`config.mk`:
```
export PLATFORM = sky130hd
export DESIGN_NAME = cfg_seg_loader
export DESIGN_NICKNAME = d
export VERILOG_FILES = /design/src/rtl/cfg_loader_pkg.sv /design/src/rtl/cfg_ctl_pipe.sv /design/src/rtl/cfg_beat_ser.sv /design/src/rtl/cfg_chain_seg.sv /design/src/rtl/cfg_seg_loader.sv
export SDC_FILE = /design/constraint.sdc
export NUM_CORES = 1
export LEC_CHECK = 0
export ABC_AREA = 1
export BUFFER_PORTS_ARGS = -buffer_cell sky130_fd_sc_hd__buf_4
export CAP_MARGIN = 40
export CORE_ASPECT_RATIO = 1.4
export CORE_MARGIN = 5
export CORE_UTILIZATION = 40
export CTS_CLUSTER_DIAMETER = 60
export DETAILED_ROUTE_END_ITERATION = 6
export GPL_TIMING_DRIVEN = 0
export PLACE_DENSITY = 0.64
export SYNTH_ARGS = -nofsm -noshare
export SYNTH_HDL_FRONTEND = slang
export SYNTH_SLANG_ARGS = --single-unit
export TNS_END_PERCENT = 30
```
`constraint.sdc`:
```
create_clock -name clk -period 2.35 [get_ports clk]
set_input_delay 0.47 -clock clk [delete_from_list [all_inputs] [get_ports clk]]
set_output_delay 0.47 -clock clk [all_outputs]
set_load 0.01 [all_outputs]
```
`src/rtl/cfg_loader_pkg.sv`:
```
package cfg_loader_pkg;

  typedef enum logic [1:0] {
    SER_HDR   = 2'd0,
    SER_LOAD  = 2'd1,
    SER_SHIFT = 2'd2,
    SER_MARK  = 2'd3
  } ser_state_e;

  typedef struct packed {
    logic en;
    logic dat;
    logic last;
  } shift_cmd_t;

endpackage

```
`src/rtl/cfg_ctl_pipe.sv`:
```
module cfg_ctl_pipe
  import cfg_loader_pkg::*;
#(
  parameter int STAGES = 2
) (
  input  logic       clk,
  input  logic       rst_n,
  input  logic       cfg_rst_i,
  input  shift_cmd_t cmd_i,
  output logic       rst_o,
  output shift_cmd_t cmd_o
);

  logic       rst_r [STAGES];
  logic       rst_d [STAGES];
  shift_cmd_t cmd_r [STAGES];
  shift_cmd_t cmd_d [STAGES];

  assign rst_o = rst_r[STAGES-1];
  assign cmd_o = cmd_r[STAGES-1];

  for (genvar k = 0; k < STAGES; k++) begin : g_stage
    if (k == 0) begin : g_head
      assign rst_d[k] = cfg_rst_i;
      assign cmd_d[k] = rst_o ? '0 : cmd_i;
    end else begin : g_tail
      assign rst_d[k] = rst_r[k-1];
      assign cmd_d[k] = rst_o ? '0 : cmd_r[k-1];
    end
  end

  always_ff @(posedge clk or negedge rst_n) begin
    if (!rst_n) begin
      for (int k = 0; k < STAGES; k++) begin
        rst_r[k] <= 1'b0;
        cmd_r[k] <= '0;
      end
    end else begin
      for (int k = 0; k < STAGES; k++) begin
        rst_r[k] <= rst_d[k];
        cmd_r[k] <= cmd_d[k];
      end
    end
  end

endmodule

```
`src/rtl/cfg_beat_ser.sv`:
```
module cfg_beat_ser
  import cfg_loader_pkg::*;
#(
  parameter int BEAT_W = 8
) (
  input  logic              clk,
  input  logic              rst_n,
  input  logic              clr_i,
  input  logic              in_valid,
  input  logic [BEAT_W-1:0] in_data,
  output logic              in_ready,
  output logic              hdr_take_o,
  output shift_cmd_t        cmd_o
);

  localparam int CNT_W = (BEAT_W > 1) ? $clog2(BEAT_W) : 1;
  localparam logic [CNT_W-1:0] CNT_LAST = CNT_W'(BEAT_W - 1);

  ser_state_e        st_q, st_n;
  logic [BEAT_W-1:0] sh_q, sh_n;
  logic [BEAT_W-1:0] left_q, left_n;
  logic [CNT_W-1:0]  cnt_q, cnt_n;
  logic              take;

  assign in_ready   = ((st_q == SER_HDR) || (st_q == SER_LOAD)) && !clr_i;
  assign take       = in_valid && in_ready;
  assign hdr_take_o = take && (st_q == SER_HDR);

  always_comb begin
    st_n   = st_q;
    sh_n   = sh_q;
    left_n = left_q;
    cnt_n  = cnt_q;
    unique case (st_q)
      SER_HDR: begin
        if (take) begin
          left_n = in_data;
          st_n   = (in_data == '0) ? SER_MARK : SER_LOAD;
        end
      end
      SER_LOAD: begin
        if (take) begin
          sh_n   = in_data;
          cnt_n  = '0;
          left_n = left_q - BEAT_W'(1);
          st_n   = SER_SHIFT;
        end
      end
      SER_SHIFT: begin
        sh_n  = sh_q >> 1;
        cnt_n = cnt_q + CNT_W'(1);
        if (cnt_q == CNT_LAST) begin
          st_n = (left_q == '0) ? SER_HDR : SER_LOAD;
        end
      end
      SER_MARK: st_n = SER_HDR;
      default:  st_n = SER_HDR;
    endcase
    if (clr_i) begin
      st_n = SER_HDR;
    end
  end

  always_comb begin
    cmd_o.en   = (st_q == SER_SHIFT);
    cmd_o.dat  = sh_q[0];
    cmd_o.last = ((st_q == SER_SHIFT) && (cnt_q == CNT_LAST) && (left_q == '0))
              || (st_q == SER_MARK);
  end

  always_ff @(posedge clk or negedge rst_n) begin
    if (!rst_n) begin
      st_q   <= SER_HDR;
      sh_q   <= '0;
      left_q <= '0;
      cnt_q  <= '0;
    end else begin
      st_q   <= st_n;
      sh_q   <= sh_n;
      left_q <= left_n;
      cnt_q  <= cnt_n;
    end
  end

  // an accepted payload beat starts shifting in the next cycle
  p_shift_follows_beat_r3: assert property (@(posedge clk) disable iff (!rst_n)
    (take && (st_q == SER_LOAD) && !clr_i) |=> cmd_o.en);

  // ready drops right after a payload beat is taken
  p_ready_drop_r4: assert property (@(posedge clk) disable iff (!rst_n)
    (take && (st_q == SER_LOAD) && !clr_i) |=> !in_ready);

  // an empty header raises the completion marker with no shift
  p_empty_mark_r7: assert property (@(posedge clk) disable iff (!rst_n)
    (hdr_take_o && (in_data == '0) && !clr_i) |=> (cmd_o.last && !cmd_o.en));

endmodule

```
`src/rtl/cfg_chain_seg.sv`:
```
module cfg_chain_seg
  import cfg_loader_pkg::*;
#(
  parameter int CHAIN_BITS = 64
) (
  input  logic                  clk,
  input  logic                  rst_n,
  input  logic                  clr_i,
  input  shift_cmd_t            cmd_i,
  output logic [CHAIN_BITS-1:0] bits_o
);

  logic [CHAIN_BITS-1:0] chain_q, chain_n;
  logic                  chain_ce;

  assign chain_ce = clr_i || cmd_i.en;

  always_comb begin
    if (clr_i) begin
      chain_n = '0;
    end else if (CHAIN_BITS > 1) begin
      chain_n = {cmd_i.dat, chain_q[CHAIN_BITS-1:1]};
    end else begin
      chain_n = CHAIN_BITS'(cmd_i.dat);
    end
  end

  always_ff @(posedge clk or negedge rst_n) begin
    if (!rst_n) begin
      chain_q <= '0;
    end else if (chain_ce) begin
      chain_q <= chain_n;
    end
  end

  assign bits_o = chain_q;

  // a clear empties the segment
  p_clear_zero_r9: assert property (@(posedge clk) disable iff (!rst_n)
    clr_i |=> (bits_o == '0));

  // no enable, no clear -> no switching
  p_idle_hold_r10: assert property (@(posedge clk) disable iff (!rst_n)
    (!clr_i && !cmd_i.en) |=> $stable(bits_o));

  // the shifted-in bit appears at the top of the chain
  p_enter_top_r3: assert property (@(posedge clk) disable iff (!rst_n)
    (!clr_i && cmd_i.en) |=> (bits_o[CHAIN_BITS-1] == $past(cmd_i.dat)));

endmodule

```
`src/rtl/cfg_seg_loader.sv`:
```
module cfg_seg_loader
  import cfg_loader_pkg::*;
#(
  parameter int BEAT_W     = 8,
  parameter int CHAIN_BITS = 64,
  parameter int CTL_STAGES = 2
) (
  input  logic                  clk,
  input  logic                  rst_n,
  input  logic                  cfg_rst,
  input  logic                  bs_valid,
  input  logic [BEAT_W-1:0]     bs_data,
  output logic                  bs_ready,
  output logic [CHAIN_BITS-1:0] cfg_bits,
  output logic                  load_done
);

  shift_cmd_t ser_cmd, chain_cmd;
  logic       rst_q;
  logic       hdr_take;
  logic       fin_q, fin_n;
  logic       done_q, done_n;

  cfg_beat_ser #(.BEAT_W(BEAT_W)) u_ser (
    .clk        (clk),
    .rst_n      (rst_n),
    .clr_i      (rst_q),
    .in_valid   (bs_valid),
    .in_data    (bs_data),
    .in_ready   (bs_ready),
    .hdr_take_o (hdr_take),
    .cmd_o      (ser_cmd)
  );

  cfg_ctl_pipe #(.STAGES(CTL_STAGES)) u_pipe (
    .clk       (clk),
    .rst_n     (rst_n),
    .cfg_rst_i (cfg_rst),
    .cmd_i     (ser_cmd),
    .rst_o     (rst_q),
    .cmd_o     (chain_cmd)
  );

  cfg_chain_seg #(.CHAIN_BITS(CHAIN_BITS)) u_chain (
    .clk    (clk),
    .rst_n  (rst_n),
    .clr_i  (rst_q),
    .cmd_i  (chain_cmd),
    .bits_o (cfg_bits)
  );

  always_comb begin
    fin_n  = !rst_q && chain_cmd.last;
    done_n = done_q;
    if (rst_q || hdr_take) begin
      done_n = 1'b0;
    end else if (fin_q) begin
      done_n = 1'b1;
    end
  end

  always_ff @(posedge clk or negedge rst_n) begin
    if (!rst_n) begin
      fin_q  <= 1'b0;
      done_q <= 1'b0;
    end else begin
      fin_q  <= fin_n;
      done_q <= done_n;
    end
  end

  assign load_done = done_q;

  // done rises two cycles after the final command reaches the chain
  p_done_rise_r5: assert property (@(posedge clk) disable iff (!rst_n)
    $rose(load_done) |-> $past(chain_cmd.last, 2));

  // accepting a header drops done
  p_done_drop_r6: assert property (@(posedge clk) disable iff (!rst_n)
    hdr_take |=> !load_done);

  // registered clear drops done
  p_done_clear_r9: assert property (@(posedge clk) disable iff (!rst_n)
    rst_q |=> !load_done);

endmodule

```
**Word-level counts from Yosys, hierarchy flattened**

Cells that the tools add are included.

- Reduce and logical (&&, ||, !) cells: 20
- Mux-type cells: 18
- Add/sub/neg operators: 2
- Eq/ne operators: 9

Operators with widths:

| cell | count |
|---|---|
| 64-bit 2-to-1 mux | 1 |
| 8-bit one-hot mux with 2 select lines | 2 |
| 8-bit logical NOT | 2 |
| 8-bit 2-to-1 mux | 2 |
| 2-bit 2-to-1 mux | 5 |
| 3-bit 2-to-1 mux | 3 |
| 2-bit one-hot mux with 4 select lines | 1 |
| 8-bit by 1-bit subtractor with 8-bit output, second input constant | 1 |
| 1-bit logical AND | 6 |
| 3-bit by 1-bit inequality test with 1-bit output, second input constant | 2 |
| 3-bit one-hot mux with 2 select lines | 1 |
| 3-bit AND reduction | 2 |
| 2-bit nonzero test | 3 |
| 2-bit == test, second input constant | 2 |
| 1-bit logical OR | 4 |
| 2-bit by 1-bit inequality test with 1-bit output, second input constant | 2 |
| 3-bit by 1-bit adder with 3-bit output, second input constant | 1 |
| 3-bit == test, second input constant | 1 |
| 1-bit 2-to-1 mux | 3 |
| 3-bit inequality test, second input constant | 1 |
| 2-bit by 1-bit == test with 1-bit output, second input constant | 1 |
| 2-bit logical NOT | 1 |
| 2-bit AND reduction | 1 |
| 1-bit logical NOT | 1 |

- Output and inout bits: 66
- Register bits after elaboration: 95

**Depth between registers and ports, before layout**

- Depth in word-level cells: 7
- Mapped depth: 8
- Mapped depth without buffers: 7

**Cells and area by module**

A second synthesis with hierarchy kept.

- Cell total of the unflattened synthesis: 485
- Area total of the unflattened synthesis: 4,170.2 um^2

By module, submodules not included:

| module | cells an instance | times used | sequential area each (um^2) | area each (um^2) |
|---|---|---|---|---|
| cfg_chain_seg | 277 | 1 | 1,601.5 | 2,571.2 |
| cfg_beat_ser | 176 | 1 | 525.5 | 1,252.5 |
| cfg_ctl_pipe | 23 | 1 | 200.2 | 267.8 |
| cfg_seg_loader | 9 | 1 | 50.0 | 78.8 |

**Least setup slack after synthesis**

Ideal clock, no wire load.

- Path kind: register -> register
- Start: reg u_ser.st_q[1]
- End: reg u_ser.sh_q[7]
- Arrival time: 1,142 ps
- Cell stages (with the launch flop): 8
- Path slack: 1,084 ps
- Buffers on the path: 1
- Required time: 2,225 ps
- Setup time: 125 ps
- Cells stage by stage: dfrtp_1 nor2_2 nand2_2 inv_2 nand2_4 nand2_4 buf_6 o22ai_1

- Longest elaborated chain between the ends: 6
- Elaborated cells on any way between the ends: 10
- Classes of those cells: eq/ne: 3; mux: 1; reduce/logical: 6

Ends and longest elaborated chain:

| what | RTL line | RTL |
|---|---|---|
| start: declaration | cfg_beat_ser.sv:19 | `ser_state_e st_q, st_n;` |
| start signal: assignment | cfg_beat_ser.sv:78 | `st_q <= st_n;` |
| 2-bit by 1-bit == test with 1-bit output or 2-bit logical NOT (tied branches) | cfg_beat_ser.sv:25 | `assign in_ready = ((st_q == SER_HDR) \|\| (st_q == SER_LOAD)) && !clr_i;` |
| 1-bit logical OR (*) | cfg_beat_ser.sv:25 |  |
| 1-bit logical AND (*) | cfg_beat_ser.sv:25 |  |
| via bs_ready | cfg_seg_loader.sv:13 | `output logic bs_ready,` |
| 1-bit logical AND (*) | cfg_beat_ser.sv:26 | `assign take = in_valid && in_ready;` |
| 2-bit by 1-bit inequality test with 1-bit output (no line) (*) | -- |  |
| 2-bit AND reduction (no line) (*) | -- |  |
| end signal: assignment | cfg_beat_ser.sv:79 | `sh_q <= sh_n;` |
| end: declaration | cfg_beat_ser.sv:20 | `logic [BEAT_W-1:0] sh_q, sh_n;` |

Mark *: on every way through the listed nets, which the timed path passes. The rest lies on a longest branch.
A chain may end at the register's enable or synchronous reset.

**Final worst setup path**

- Start: reg u_ser.st_q[1]
- End: out bs_ready

- Longest elaborated chain between the ends: 3
- Elaborated cells on any way between the ends: 4
- Classes of those cells: eq/ne: 1; reduce/logical: 3

Ends and longest elaborated chain:

| what | RTL line |
|---|---|
| 2-bit by 1-bit == test with 1-bit output or 2-bit logical NOT (tied branches) | cfg_beat_ser.sv:25 |
| 1-bit logical OR (*) | cfg_beat_ser.sv:25 |
| 1-bit logical AND (*) | cfg_beat_ser.sv:25 |
| end: declaration | cfg_seg_loader.sv:13 |

Every way passes the cells marked *; elsewhere a longest branch is shown, timed or not.

==> reports/results.ini <==
[global_routing]
grt_pass1_vias=3236
overflow=0
grt_pass1_wl_um=14900
track_usage_pct=15.6
grt_max_degree=52
antenna_found_initial=0

[finish]
multi_input_area_um2=1380
final_area_um2=5070
area_delta_synth_final_pct=27.0
diodes=0
instances_no_fill=684
drive_gt1_share_pct=20.2
fillers=914
layout.nets=559
seq_area_um2=2380
final_util_pct=51.5

[routing]
met1_length_um=3820
viasPerCell=4.90
route.met3.wl_um=480
drc=0
top_layer_used=met4
routedWlPerCell_um=13.1
routed_wirelength_um=8980
wl_met2_um=4410
drtIter0Drc=151
ant_nets=0
vias=3351
first_pass_iters=4

[critical_path]
worstPathRequired_ns=1.88
critPathCaptureType=primary output
slowest_stage=dfrtp_1
crit_buf_inv=1
crit_chain=nor2_2 -> buf_4
critPathArrivalTime_ns=1.10
cpPeakStageDelay_ns=0.46
cp_max_fo=7
worstSetupPathType=register to primary output
cp_top_family=flip-flops
cp-start-kind=register

[timing]
slew_viol_final=0
min_period_over_period_pct=66.7
hold_ws_ns=0.163
min_period_ns=1.57
rsz0062_at_grt=false
fmax_mhz=638
max_slew.worst_pin.slew_ns=0.662
fin_setup_tns_ns=0
hold_violations=0
finClkSkew_ns=0.00530
setup_violations=0
slew_headroom_pct=55.9
setup_slack_ns=0.784

[yosys]
yosysTopAreaCellShare_pct=59.6
syn-mean-instance-area_um2=8.77
synth_flop_cell=dfrtp_1
synth_cell_types=24
synthesis.nets=470
synth_edf_count=0
synth_commonest_cells=nand2_1 (140), dfrtp_1 (95), nand3_1 (63)
yosys_warnings=0
seq_area_frac_synth_pct=59.6
synthTopCellsByArea=dfrtp_1 (60%), nand2_1 (13%), nand3_1 (7.9%), o21ai_0 (4.6%), inv_1 (2.4%)
synth.cell_area_um2=3990
netlist_instances=455
synth_seq_cells=95
synth_area_leader_cell=dfrtp_1
ys_async_sr_fraction_pct=100
synthMostInstantiatedCell=nand2_1

[placed_design]
port_buffers=77
place_ws_ns=0.868
place_area_um2=4770
place.gp.congestion=0.868
dp_cells=668
hpwlAfterDp_um=6510

[floorplan]
row_count=43
ioPinCount=78
chipWidth_um=94.4
die_h_um=128
core_area_um2=9850
die_area_um2=12100
start_util_pct=40.5

[cts]
hold_buffers=0
cts-resized-gates=0
cts.sinks=95
path_clk_slew_ns=0.06
clock_latency_ns=0.34
numCtsBuffers=9
htreeDepth=3
cts_tree=done
cts-root-buf=clkbuf_16
cts_max_path_buffers=2
post-cts-setup-buffers=0

[pwr]
p_comb_share_pct=15.2
power.total_mw=3.94
swShare_pct=26.6
power.density_nw_per_um2=777
p_int_mw=2.89
max-vdd-ir-drop_mv=0.414
clockPowerShare_pct=37.0
seq_power_share_pct=47.8
power_switching_mw=1.05
leakagePower_nw=2.68

[outcome]
outcome=complete, no violations

[hold_path]
hold_path_class=primary input to async pin

[flow_run]
drv_cap=0

==> sequential cells by signal (all words and copies together), names as in the netlist <==
signal	flops
u_pipe.rst_d	1
u_chain.bits_o	64
u_ser.sh_q	8
fin_q	1
load_done	1
u_pipe.rst_o	1
u_ser.left_q	8
u_pipe.cmd_o	3
u_pipe.cmd_r	3
u_ser.st_q	2
u_ser.cnt_q	3
==> worst paths after layout <==
| check | startpoint | cells after the start | end | slack [ns] |
|---|---|---|---|---|
| setup / recovery | u_ser.st_q[1]$_DFFE_PN0P_ | 2 | bs_ready | 0.78 |
| hold / removal | rst_n | 1 | u_chain.bits_o[50]$_DFFE_PN0P_ | 0.16 |
| setup reg to reg | u_pipe.cmd_o[2]$_DFF_PN0_ | 5 | u_chain.bits_o[41]$_DFFE_PN0P_ | 0.86 |
| hold reg to reg | u_pipe.rst_d[0]$_DFF_PN0_ | 0 | u_pipe.rst_o$_DFF_PN0_ | 0.35 |
| max in group asynchronous | rst_n | 2 | u_ser.left_q[1]$_DFFE_PN0P_ | 1.54 |
| min in group clk | cfg_rst | 1 | u_pipe.rst_d[0]$_DFF_PN0_ | 0.24 |
==> cells in the final DEF (no fill, tap or decap), drive strengths merged, types with 3 or more instances in the layout <==
cell	instances
clkbuf	26
nand2	144
a21oi	12
dfrtp	95
nor2	24
nand3	63
o21ai	53
inv	29
buf	92
ha	3
==> kinds of logic (layout without fill, tap and decap cells) <==
group	after synthesis	in the layout	share of synthesized area [%]
compound gates	68	68	8.68
fa+ha+maj	3	3	0.941
buf+inv	55	149	5.89
flops	95	95	59.6
simple gates	234	234	24.9
==> worst register-to-register path: stages (launching register included) <==
cell and delay, ns:
dfrtp_1 0.39, buf_2 0.19, nor2_2 0.28, clkbuf_1 0.39, nand2_1 0.10, nand2_1 0.07
==> area by class of cell <==
cell class / instances / area share [%]
plain buffers: 26 / 2.49
clock inverters: 2 / 0.765
clock buffers: 14 / 5.21
well taps: 135 / 3.33
inverters: 29 / 2.15
repair buffers: 78 / 11.9
flip-flops and latches: 95 / 46.9
multi-input cells: 305 / 27.2
==> power groups by stage <==
stage | registers, mW | clock network, mW | logic, mW
5_1_grt | 1.90 | 1.56 | 0.693
3_3_place_gp | 1.91 | 0 | 0.579
3_5_place_dp | 1.91 | 0 | 0.603
6_report | 1.88 | 1.46 | 0.598
2_1_floorplan | 1.89 | 0 | 0.433
4_1_cts | 1.88 | 1.50 | 0.604
==> routing by layer <==
layer / vias up / global-route usage, %
met5: - / 0
met2: 94 / 25.5
met4: 0 / 8.84
li1: 1658 / -
met3: 17 / 2.88
met1: 1582 / 19.2
(Power assumes the default switching activity.)
